File: config.mk
export PLATFORM = sky130hd
export DESIGN_NAME = phase_count_unit
export DESIGN_NICKNAME = d
export VERILOG_FILES = /design/src/rtl/pcu_pkg.sv /design/src/rtl/pcu_sync.sv /design/src/rtl/pcu_decode.sv /design/src/rtl/phase_count_unit.sv
export SDC_FILE = /design/constraint.sdc
export NUM_CORES = 1
export LEC_CHECK = 0
export ABC_AREA = 0
export BUFFER_PORTS_ARGS = -buffer_cell sky130_fd_sc_hd__buf_4
export CORE_MARGIN = 4
export CORE_UTILIZATION = 62
export CTS_CLUSTER_SIZE = 28
export DETAILED_ROUTE_END_ITERATION = 10
export GPL_TIMING_DRIVEN = 1
export PLACE_DENSITY_LB_ADDON = 0.1
export REMOVE_ABC_BUFFERS = 1
export SYNTH_ARGS = -nofsm -noshare
export SYNTH_HDL_FRONTEND = slang
export SYNTH_SLANG_ARGS = --single-unit
File: constraint.sdc
create_clock -name clk_i -period 5 [get_ports clk_i]
set_clock_uncertainty 0.1 [all_clocks]
set_input_delay 1 -clock clk_i [delete_from_list [all_inputs] [get_ports clk_i]]
set_output_delay 1 -clock clk_i [all_outputs]
set_load 0.02 [all_outputs]
File: src/rtl/pcu_pkg.sv
package pcu_pkg;
  localparam logic [3:0] MODE_X4  = 4'd4;
  localparam logic [3:0] MODE_PD  = 4'd5;
  localparam logic [3:0] MODE_X2B = 4'd7;

  typedef enum logic [3:0] {
    A_MODE_LO = 4'd0,
    A_MODE_HI = 4'd1,
    A_CFG     = 4'd2,
    A_CNT_LO  = 4'd3,
    A_CNT_HI  = 4'd4,
    A_CEIL_LO = 4'd5,
    A_CEIL_HI = 4'd6,
    A_STAT_LO = 4'd7,
    A_STAT_HI = 4'd8
  } reg_addr_e;
endpackage

File: src/rtl/pcu_sync.sv
module pcu_sync #(
  parameter int N = 4
) (
  input  logic         clk_i,
  input  logic         rst_ni,
  input  logic [N-1:0] raw_i,
  output logic [N-1:0] cur_o,
  output logic [N-1:0] prev_o
);
  for (genvar i = 0; i < N; i++) begin : g_bit
    logic s1_q, s2_q, s3_q;
    always_ff @(posedge clk_i or negedge rst_ni) begin
      if (!rst_ni) begin
        s1_q <= 1'b0;
        s2_q <= 1'b0;
        s3_q <= 1'b0;
      end else begin
        s1_q <= raw_i[i];
        s2_q <= s1_q;
        s3_q <= s2_q;
      end
    end
    assign cur_o[i]  = s2_q;
    assign prev_o[i] = s3_q;
  end
endmodule

File: src/rtl/pcu_decode.sv
module pcu_decode import pcu_pkg::*; (
  input  logic [3:0] mode_i,
  input  logic       a_i,
  input  logic       b_i,
  input  logic       a_prev_i,
  input  logic       b_prev_i,
  output logic       step_o,
  output logic       dir_set_o,
  output logic       up_o
);
  logic ea, eb;
  assign ea = a_i ^ a_prev_i;
  assign eb = b_i ^ b_prev_i;

  always_comb begin
    step_o    = 1'b0;
    dir_set_o = 1'b0;
    up_o      = 1'b0;
    case (mode_i)
      MODE_X4: begin
        if (ea ^ eb) begin
          step_o    = 1'b1;
          dir_set_o = 1'b1;
          up_o      = ea ? (a_i ^ b_i) : ~(a_i ^ b_i);
        end
      end
      MODE_PD: begin
        if (ea && a_i) begin
          step_o    = 1'b1;
          dir_set_o = 1'b1;
          up_o      = b_i;
        end
      end
      MODE_X2B: begin
        if (eb && !ea) begin
          step_o    = 1'b1;
          dir_set_o = 1'b1;
          up_o      = ~(a_i ^ b_i);
        end else if (ea && !eb) begin
          // A edge only steers direction
          dir_set_o = 1'b1;
          up_o      = a_i ^ b_i;
        end
      end
      default: ;
    endcase
  end
endmodule

File: src/rtl/phase_count_unit.sv
module phase_count_unit import pcu_pkg::*; #(
  parameter int CW = 16
) (
  input  logic          clk_i,
  input  logic          rst_ni,
  input  logic          wr_en_i,
  input  logic [3:0]    addr_i,
  input  logic [2*CW-1:0] wdata_i,
  output logic [2*CW-1:0] rdata_o,
  input  logic          pha_i,
  input  logic          phb_i,
  input  logic          phc_i,
  input  logic          phd_i
);
  localparam int WW  = 2 * CW;
  localparam int NCH = 2;
  localparam logic [WW-1:0] ONE_W = WW'(1);
  localparam logic [CW-1:0] ONE_N = CW'(1);

  logic [7:0]    mode_q [NCH];
  logic [CW-1:0] cnt_q  [NCH];
  logic [CW-1:0] ceil_q [NCH];
  logic          dir_q  [NCH];
  logic [WW-1:0] ceil_w_q;
  logic          casc_q, pair_q;

  logic [3:0] ph_cur, ph_prev;
  logic [1:0] sel_cur, sel_prev;
  logic [1:0] dec_cur  [NCH];
  logic [1:0] dec_prev [NCH];
  logic [NCH-1:0] step, dset, up;
  logic wr_lo, wr_hi;

  pcu_sync #(.N(4)) i_sync (
    .clk_i  (clk_i),
    .rst_ni (rst_ni),
    .raw_i  ({phd_i, phc_i, phb_i, pha_i}),
    .cur_o  (ph_cur),
    .prev_o (ph_prev)
  );

  assign sel_cur  = pair_q ? ph_cur[3:2]  : ph_cur[1:0];
  assign sel_prev = pair_q ? ph_prev[3:2] : ph_prev[1:0];
  assign dec_cur[0]  = casc_q ? sel_cur  : ph_cur[1:0];
  assign dec_prev[0] = casc_q ? sel_prev : ph_prev[1:0];
  assign dec_cur[1]  = sel_cur;
  assign dec_prev[1] = sel_prev;

  for (genvar k = 0; k < NCH; k++) begin : g_ch
    pcu_decode i_dec (
      .mode_i    (mode_q[k][3:0]),
      .a_i       (dec_cur[k][0]),
      .b_i       (dec_cur[k][1]),
      .a_prev_i  (dec_prev[k][0]),
      .b_prev_i  (dec_prev[k][1]),
      .step_o    (step[k]),
      .dir_set_o (dset[k]),
      .up_o      (up[k])
    );
  end

  function automatic logic [WW-1:0] next_w(input logic [WW-1:0] c,
                                           input logic [WW-1:0] lim,
                                           input logic u);
    if (u) return (c == lim) ? '0 : c + ONE_W;
    return (c == '0) ? lim : c - ONE_W;
  endfunction

  function automatic logic [CW-1:0] next_n(input logic [CW-1:0] c,
                                           input logic [CW-1:0] lim,
                                           input logic u);
    if (u) return (c == lim) ? '0 : c + ONE_N;
    return (c == '0) ? lim : c - ONE_N;
  endfunction

  logic [WW-1:0] nxt_w;
  logic [CW-1:0] nxt_n0, nxt_n1;
  assign nxt_w  = next_w({cnt_q[1], cnt_q[0]}, ceil_w_q, up[0]);
  assign nxt_n0 = next_n(cnt_q[0], ceil_q[0], up[0]);
  assign nxt_n1 = next_n(cnt_q[1], ceil_q[1], up[1]);

  assign wr_lo = wr_en_i && (addr_i == A_CNT_LO);
  assign wr_hi = wr_en_i && (addr_i == A_CNT_HI);

  always_ff @(posedge clk_i or negedge rst_ni) begin
    if (!rst_ni) begin
      for (int k = 0; k < NCH; k++) begin
        mode_q[k] <= {4'd0, MODE_X4};
        cnt_q[k]  <= '0;
        ceil_q[k] <= '1;
        dir_q[k]  <= 1'b1;
      end
      ceil_w_q <= '1;
      casc_q   <= 1'b0;
      pair_q   <= 1'b0;
    end else begin
      if (wr_en_i) begin
        case (addr_i)
          A_MODE_LO: mode_q[0] <= wdata_i[7:0];
          A_MODE_HI: mode_q[1] <= wdata_i[7:0];
          A_CFG: begin
            casc_q <= wdata_i[0];
            pair_q <= wdata_i[1];
          end
          A_CEIL_LO: begin
            if (casc_q) ceil_w_q <= wdata_i;
            else        ceil_q[0] <= wdata_i[CW-1:0];
          end
          A_CEIL_HI: ceil_q[1] <= wdata_i[CW-1:0];
          default: ;
        endcase
      end
      // low channel / fused counter
      if (wr_lo) begin
        if (casc_q) {cnt_q[1], cnt_q[0]} <= wdata_i;
        else        cnt_q[0] <= wdata_i[CW-1:0];
      end else if (step[0]) begin
        if (casc_q) {cnt_q[1], cnt_q[0]} <= nxt_w;
        else        cnt_q[0] <= nxt_n0;
      end
      // high channel only when independent
      if (!casc_q) begin
        if (wr_hi)        cnt_q[1] <= wdata_i[CW-1:0];
        else if (step[1]) cnt_q[1] <= nxt_n1;
      end
      if (dset[0])            dir_q[0] <= up[0];
      if (!casc_q && dset[1]) dir_q[1] <= up[1];
    end
  end

  always_comb begin
    rdata_o = '0;
    case (addr_i)
      A_MODE_LO: rdata_o[7:0] = mode_q[0];
      A_MODE_HI: rdata_o[7:0] = mode_q[1];
      A_CFG:     rdata_o[1:0] = {pair_q, casc_q};
      A_CNT_LO: begin
        if (casc_q) rdata_o = {cnt_q[1], cnt_q[0]};
        else        rdata_o[CW-1:0] = cnt_q[0];
      end
      A_CNT_HI:  rdata_o[CW-1:0] = cnt_q[1];
      A_CEIL_LO: begin
        if (casc_q) rdata_o = ceil_w_q;
        else        rdata_o[CW-1:0] = ceil_q[0];
      end
      A_CEIL_HI: rdata_o[CW-1:0] = ceil_q[1];
      A_STAT_LO: rdata_o[7] = dir_q[0];
      A_STAT_HI: rdata_o[7] = dir_q[1];
      default: ;
    endcase
  end
endmodule

==> results of run 1 <==
-- per-stage QoR --
| stage | area [um2] | worst slack (ns) | std cells | hold WS (ns) |
|---|---|---|---|---|
| finish | 12000 | 0.640 | 1495 | 0.252 |
| global placement | 11400 | 0.912 | 1462 | 0.234 |
| floorplan | 10200 | -0.620 | 1130 | 0.231 |
| detailed placement | 11400 | 0.777 | 1462 | 0.237 |
| global route | 12000 | 0.519 | 1495 | 0.273 |
| CTS | 12000 | 0.693 | 1494 | 0.253 |
-- flip-flops by register name (all words and copies together), names as in the netlist --
register	flops
mode_q	16
i_sync.g_bit.s2_q	4
dir_q	2
cnt_q	32
i_sync.g_bit.s3_q	4
ceil_q	32
ceil_w_q	32
pair_q	1
casc_q	1
i_sync.g_bit.s1_q	4
-- cell type report --
type	instances	share of cell area
tap	220	0.0229
clock inverter	15	0.0154
antenna	1	0.000208
inverter	14	0.00437
clock buffer	17	0.0354
timing repair buffer	112	0.0710
multi-input combinational	988	0.577
sequential	128	0.274
-- cell usage after synthesis, drive strengths merged, types with 12 or more instances --
cell type,instances,share of area
or3,16,0.0094
buf,28,0.012
a31oi,13,0.0076
a21oi,50,0.025
mux2,90,0.095
xor2,74,0.061
nor2,111,0.039
a22oi,30,0.021
nand3,33,0.016
o22ai,16,0.0094
mux2i,32,0.030
clkbuf,81,0.028
o211ai,13,0.0091
xnor2,65,0.053
dfrtp,60,0.14
o21ai,57,0.027
a221o,14,0.013
dfstp,68,0.17
inv,14,0.0049
and3,20,0.012
nor4,29,0.021
nand2,100,0.035
a221oi,16,0.013
nand4,29,0.017
nor3,28,0.014
or4,12,0.0098
a211oi,20,0.014
-- power by group through the flow --
stage | registers (mW) | logic, mW | clock network (mW)
6_report | 2.13 | 2.61 | 1.33
5_1_grt | 2.15 | 2.76 | 1.38
4_1_cts | 2.08 | 2.51 | 1.32
3_5_place_dp | 2.10 | 2.49 | 0
3_3_place_gp | 2.09 | 2.46 | 0
2_1_floorplan | 1.96 | 1.63 | 0
-- per-layer routing --
layer	track usage	wire length, um	vias up
li1	-	-	4630
met2	0.636	18400	954
met1	0.576	15800	5281
met4	0.218	2800	2
met3	0.129	5680	248
met5	0	15	-
-- kinds of logic (layout without fill, tap and decap cells) --
logic type,count (synthesis),in the layout,synth area share
buf+inv,123,158,0.0456
fa+ha+maj,11,11,0.0129
mux,122,122,0.125
other cells,0,1,0
simple gates,437,437,0.214
compound gates,279,279,0.180
flops,128,128,0.308
xor+xnor,139,139,0.114
-- how the worst min path moves through the flow --
stage                         startpoint              endpoint  slack, ns  cells past startpoint
finish              i_sync.g_bit[0].s1_q  i_sync.g_bit[0].s2_q       0.25                      0
global route        i_sync.g_bit[0].s1_q  i_sync.g_bit[0].s2_q       0.27                      0
CTS                 i_sync.g_bit[0].s1_q  i_sync.g_bit[0].s2_q       0.25                      0
detailed placement  i_sync.g_bit[0].s1_q  i_sync.g_bit[0].s2_q       0.24                      0
global placement    i_sync.g_bit[2].s1_q  i_sync.g_bit[2].s2_q       0.23                      0
floorplan           i_sync.g_bit[0].s1_q  i_sync.g_bit[0].s2_q       0.23                      0
==> results_dict.tcl, run 1 <==
set metrics [dict create \
    outcome "finished, final reports clean" \
    avgSynthCellArea_um2 8.62 \
    ys_ff_latch 128 \
    internal_power_mw 3.24 \
    crit_path_max_fanout 12 \
    netlist_area_mm2 0.0107 \
    leakagePower_nw 4.72 \
    layout.cells.most_common "buf_4" \
    holdBufCountCts 0 \
    report.final.slew_viol_count 0 \
    number_of_enable_flip_flop_cells_after_synthesis 0 \
    cap_violations 0 \
    dieArea_mm2 0.0194 \
    report.final.hold_viol_count 0 \
    grt_start_max_net_pins 89 \
    seq_power_share 0.351 \
    detailed_place_hpwl_um 29900 \
    powerDensity_mw_per_mm2 506 \
    worst_path_largest_cell_delay_ns 0.59 \
    vdd_ir_drop_max_v 0.000335 \
    start_util 0.639 \
    clockRootBuffer "clkbuf_16" \
    cts_made_buffers 17 \
    die_width_um 139 \
    worst_skew_pair.late_latency_ns 0.45 \
    drc_errors 0 \
    worst_hold_path_type "reg -> reg" \
    cts.repair_timing.setup_buffer_count 0 \
    clock_sink_count 128 \
    drt-pass1-iter-count 8 \
    p_clk_frac 0.219 \
    multiInputGateArea_mm2 0.00693 \
    final_core_util 0.720 \
    r2r-start "pair_q" \
    worst_setup_path_endpoint "cnt_q[26]" \
    cp_num_buf_inv 2 \
    ctsHtreeMaxLevel 4 \
    synth_instances 1239 \
    post_synth_num_cell_types 84 \
    setup.worst_path.end_class "flip-flop" \
    synth_top_flop_cell "dfstp_2" \
    layout-drive-gt1-share 0.255 \
    cp_slowest_cell "or3_1" \
    timing.fmax_ghz 0.229 \
    cp.depth 14 \
    tot_gr_track_use 0.431 \
    worst-slew-pin-transition_ns 1.26 \
    synthArstFlopShare 1.00 \
    maxSlewHeadroom 0.156 \
    num_io_pins 75 \
    core_region_area_mm2 0.0167 \
    ctsResizeCount 0 \
    number_of_antenna_violations_at_the_first_check_in_global_routing 2 \
    finish.net_count 1315 \
    timing_worst_setup_path_type "reg -> reg" \
    grt_pass1_vias 10700 \
    drt-wirelength-per-cell_um 28.6 \
    cp-start-kind "flip-flop" \
    layout_common_cells "buf_4, nor2_1, nand2_1" \
    routed_wirelength_um 42700 \
    cp-startpoint "pair_q" \
    die_height_um 139 \
    critical_path.cell_chain "mux2_2 -> nor2_1 -> nor2_1 -> ha_1 -> inv_1 -> ha_1 -> or3_1 -> nor3_1 -> mux2_2 -> or3_1 -> buf_4 -> or4_1 -> and3_1 -> o221a_1" \
    area.growth.synth_to_final_pct 12.6 \
    fin_total_pwr_mw 6.08 \
    worstPathArrival_ns 4.59 \
    timing.final.crit_period_ns 4.36 \
    timing.reg2reg.worst_path_depth 14 \
    register_area_mm2 0.00329 \
    timing.final.setup_violations 0 \
    globalRoute.totalOverflow 0 \
    swShare 0.467 \
    critical_path_required_ns 5.23 \
    unrepaired_setup_endpoints_after_global_routing "no" \
    grt_first_pass_wirelength_um 64900 \
    numPortBuffers 74 \
    regToRegSetupSlack_ns 0.64 \
    fillers 1354 \
    number_of_antenna_violating_nets_in_the_routed_design 0 \
    post_drt_via_cell_ratio 7.43 \
    ys_warnings 0 \
    path_clk_slew_ns 0.07 \
    net-switching-power_mw 2.84 \
    totalNegativeSetupSlack_ns 0 \
    core.rowCount 47 \
    vias_post_dr 11100 \
    detailedRoute.firstIterationViolations 1972 \
    tcrit_tclk_final 0.872 \
    largest_delay_contributor_family_on_the_critical_path "simple AND/OR/NAND/NOR gates" \
    crit-reg2reg-capture "cnt_q[26]" \
    cts.path.max_buffers 2 \
    gp_congestion 1.08 \
    combinational_power_share 0.430 \
    synth_sequential_area_ratio 0.308 \
    cts_tree "done" \
]
Note: power is estimated with default switching activity, not from simulation.
==> run 2, diff against run 1 <==
--- a/config.mk
+++ b/config.mk
@@ -14,6 +14,7 @@
 export GPL_TIMING_DRIVEN = 1
 export PLACE_DENSITY_LB_ADDON = 0.1
 export REMOVE_ABC_BUFFERS = 1
+export SLEW_MARGIN = 5
 export SYNTH_ARGS = -nofsm -noshare
 export SYNTH_HDL_FRONTEND = slang
 export SYNTH_SLANG_ARGS = --single-unit
==> constraint.sdc (replaced) <==
create_clock -name clk_i -period 4.1 [get_ports clk_i]
set_clock_uncertainty 0.1 [all_clocks]
set_input_delay 0.82 -clock clk_i [delete_from_list [all_inputs] [get_ports clk_i]]
set_output_delay 0.82 -clock clk_i [all_outputs]
set_load 0.02 [all_outputs]
==> results_dict.tcl, run 2 (synthesized netlist as in run 1, its figures left out) <==
set metrics [dict create \
    swShare 0.467 \
    globalRoute.totalOverflow 0 \
    reg_top3 "ceil_q (32), ceil_w_q (32), cnt_q (32)" \
    layout_common_cells "buf_4, nor2_1, nand2_1" \
    grt_pass1_vias 10800 \
    powerDensity_mw_per_mm2 608 \
    timing.reg2reg.worst_path_depth 14 \
    count_of_placed_standard_cells_in_the_final_layout_fillers_left_out 1523 \
    cts_made_buffers 17 \
    ctsHtreeMaxLevel 4 \
    grt_first_pass_wirelength_um 64900 \
    p_clk_frac 0.213 \
    worstHoldEndpoint "i_sync.g_bit[2].s2_q" \
    combinational_power_share 0.452 \
    seq_power_share 0.335 \
    crit_path_max_fanout 35 \
    start_util 0.639 \
    finish.net_count 1344 \
    report.final.hold_viol_count 0 \
    timing.final.setup_violations 0 \
    core_region_area_mm2 0.0167 \
    regToRegSetupSlack_ns 0.21 \
    maxSlewHeadroom 0.206 \
    worst_skew_pair.late_latency_ns 0.44 \
    vias_post_dr 11200 \
    critical_path_required_ns 4.32 \
    path_clk_slew_ns 0.07 \
    holdBufCountCts 0 \
    hold_depth 0 \
    cap_violations 0 \
    tcrit_tclk_final 0.949 \
    timing_worst_setup_path_type "reg -> reg" \
    hold_start "i_sync.g_bit[2].s1_q" \
    unrepaired_setup_endpoints_after_global_routing "no" \
    detailedRoute.firstIterationViolations 1780 \
    worstPathArrival_ns 4.12 \
    number_of_antenna_violations_at_the_first_check_in_global_routing 1 \
    worst-slew-pin-transition_ns 1.18 \
    final_core_util 0.734 \
    timing.final.crit_period_ns 3.89 \
    grt_start_max_net_pins 55 \
    tot_gr_track_use 0.431 \
    die_width_um 139 \
    number_of_antenna_violating_nets_in_the_routed_design 0 \
    num_io_pins 75 \
    setup.worst_path.end_class "flip-flop" \
    area.growth.synth_to_final_pct 14.8 \
    r2r-start "pair_q" \
    internal_power_mw 3.97 \
    cp-start-kind "flip-flop" \
    vdd_ir_drop_max_v 0.000379 \
    layout.cells.most_common "buf_4" \
    clockRootBuffer "clkbuf_16" \
    gp_congestion 1.08 \
    worst_hold_path_type "reg -> reg" \
    ctsResizeCount 0 \
    die_height_um 139 \
    routed_wirelength_um 42700 \
    detailed_place_hpwl_um 30500 \
    report.final.slew_viol_count 0 \
    fillers 1317 \
    dieArea_mm2 0.0194 \
    outcome "finished, final reports clean" \
    cts_tree "done" \
    cts.repair_timing.setup_buffer_count 0 \
    placed_cells 1491 \
    diodes 0 \
    layout-drive-gt1-share 0.272 \
    drc_errors 0 \
    leakagePower_nw 4.87 \
    core.rowCount 47 \
    clock_sink_count 128 \
    post_drt_via_cell_ratio 7.34 \
    net-switching-power_mw 3.48 \
    drt-wirelength-per-cell_um 28.0 \
    cts.path.max_buffers 2 \
    drt-pass1-iter-count 6 \
    crit-reg2reg-capture "cnt_q[22]" \
    timing.fmax_ghz 0.257 \
    numPortBuffers 74 \
]
==> run 2: cell types whose count changed in the layout (fill, tap and decap cells not counted), sizes merged <==
cell | before | now
buf | 112 | 141
clkinv | 4 | 7
bufinv | 1 | 0
diode | 1 | 0
inv | 24 | 22
==> run 2: through the flow <==
stage	hold slack, ns	cell area [um2]	setup TNS, ns	total power, mW	setup slack, ns
floorplan	0.231	10200	-56.52	4.37	-1.46
global placement	0.234	11600	0	5.61	0.433
detailed placement	0.235	11600	0	5.66	0.325
CTS	0.252	12300	0	7.25	0.292
global route	0.272	12300	0	7.73	0.0168
finish	0.250	12300	0	7.45	0.208
==> run 2: power by group through the flow <==
stage,Combinational (mW),Clock (mW),Sequential [mW]
CTS,3.23,1.58,2.44
global placement,3.16,0,2.45
global route,3.56,1.64,2.53
finish,3.37,1.59,2.49
floorplan,1.98,0,2.39
detailed placement,3.20,0,2.46
==> run 2: layer usage <==
| layer | GRT usage | wire length [um] |
|---|---|---|
| met1 | 0.567 | 15400 |
| met2 | 0.627 | 18300 |
| met3 | 0.129 | 5890 |
| met4 | 0.260 | 3090 |
| met5 | 0 | 0 |
==> run 2: worst max-delay path by stage <==
stage	startpoint	to	slack [ns]
after floorplan	casc_q	cnt_q[4]	-1.46
final	pair_q	cnt_q[22]	0.21
after global routing	pair_q	cnt_q[22]	0.02
after CTS	pair_q	cnt_q[26]	0.29
after detailed placement	pair_q	cnt_q[26]	0.32
after global placement	pair_q	cnt_q[22]	0.43
==> run 2: worst max-delay path, cell delays in order (launching register included) <==
cell     delay [ns]
dfrtp_1        0.38
buf_4          0.17
nand2_1        0.16
mux2i_1        0.29
xor2_1         0.25
inv_1          0.07
ha_1           0.29
or3_1          0.20
nor3_1         0.07
mux2_2         0.28
or3_1          0.42
buf_12         0.21
o21ai_1        0.37
a31oi_1        0.17
a221o_1        0.35
==> run 2: cell type report <==
class                      count  area, um2  share of cell area
clock buffer                  17        425              0.0347
multi-input combinational    988       6930               0.566
tap                          220        275              0.0225
inverter                      14       52.6             0.00429
clock inverter                15        186              0.0152
timing repair buffer         141       1100              0.0894
sequential                   128       3290               0.268
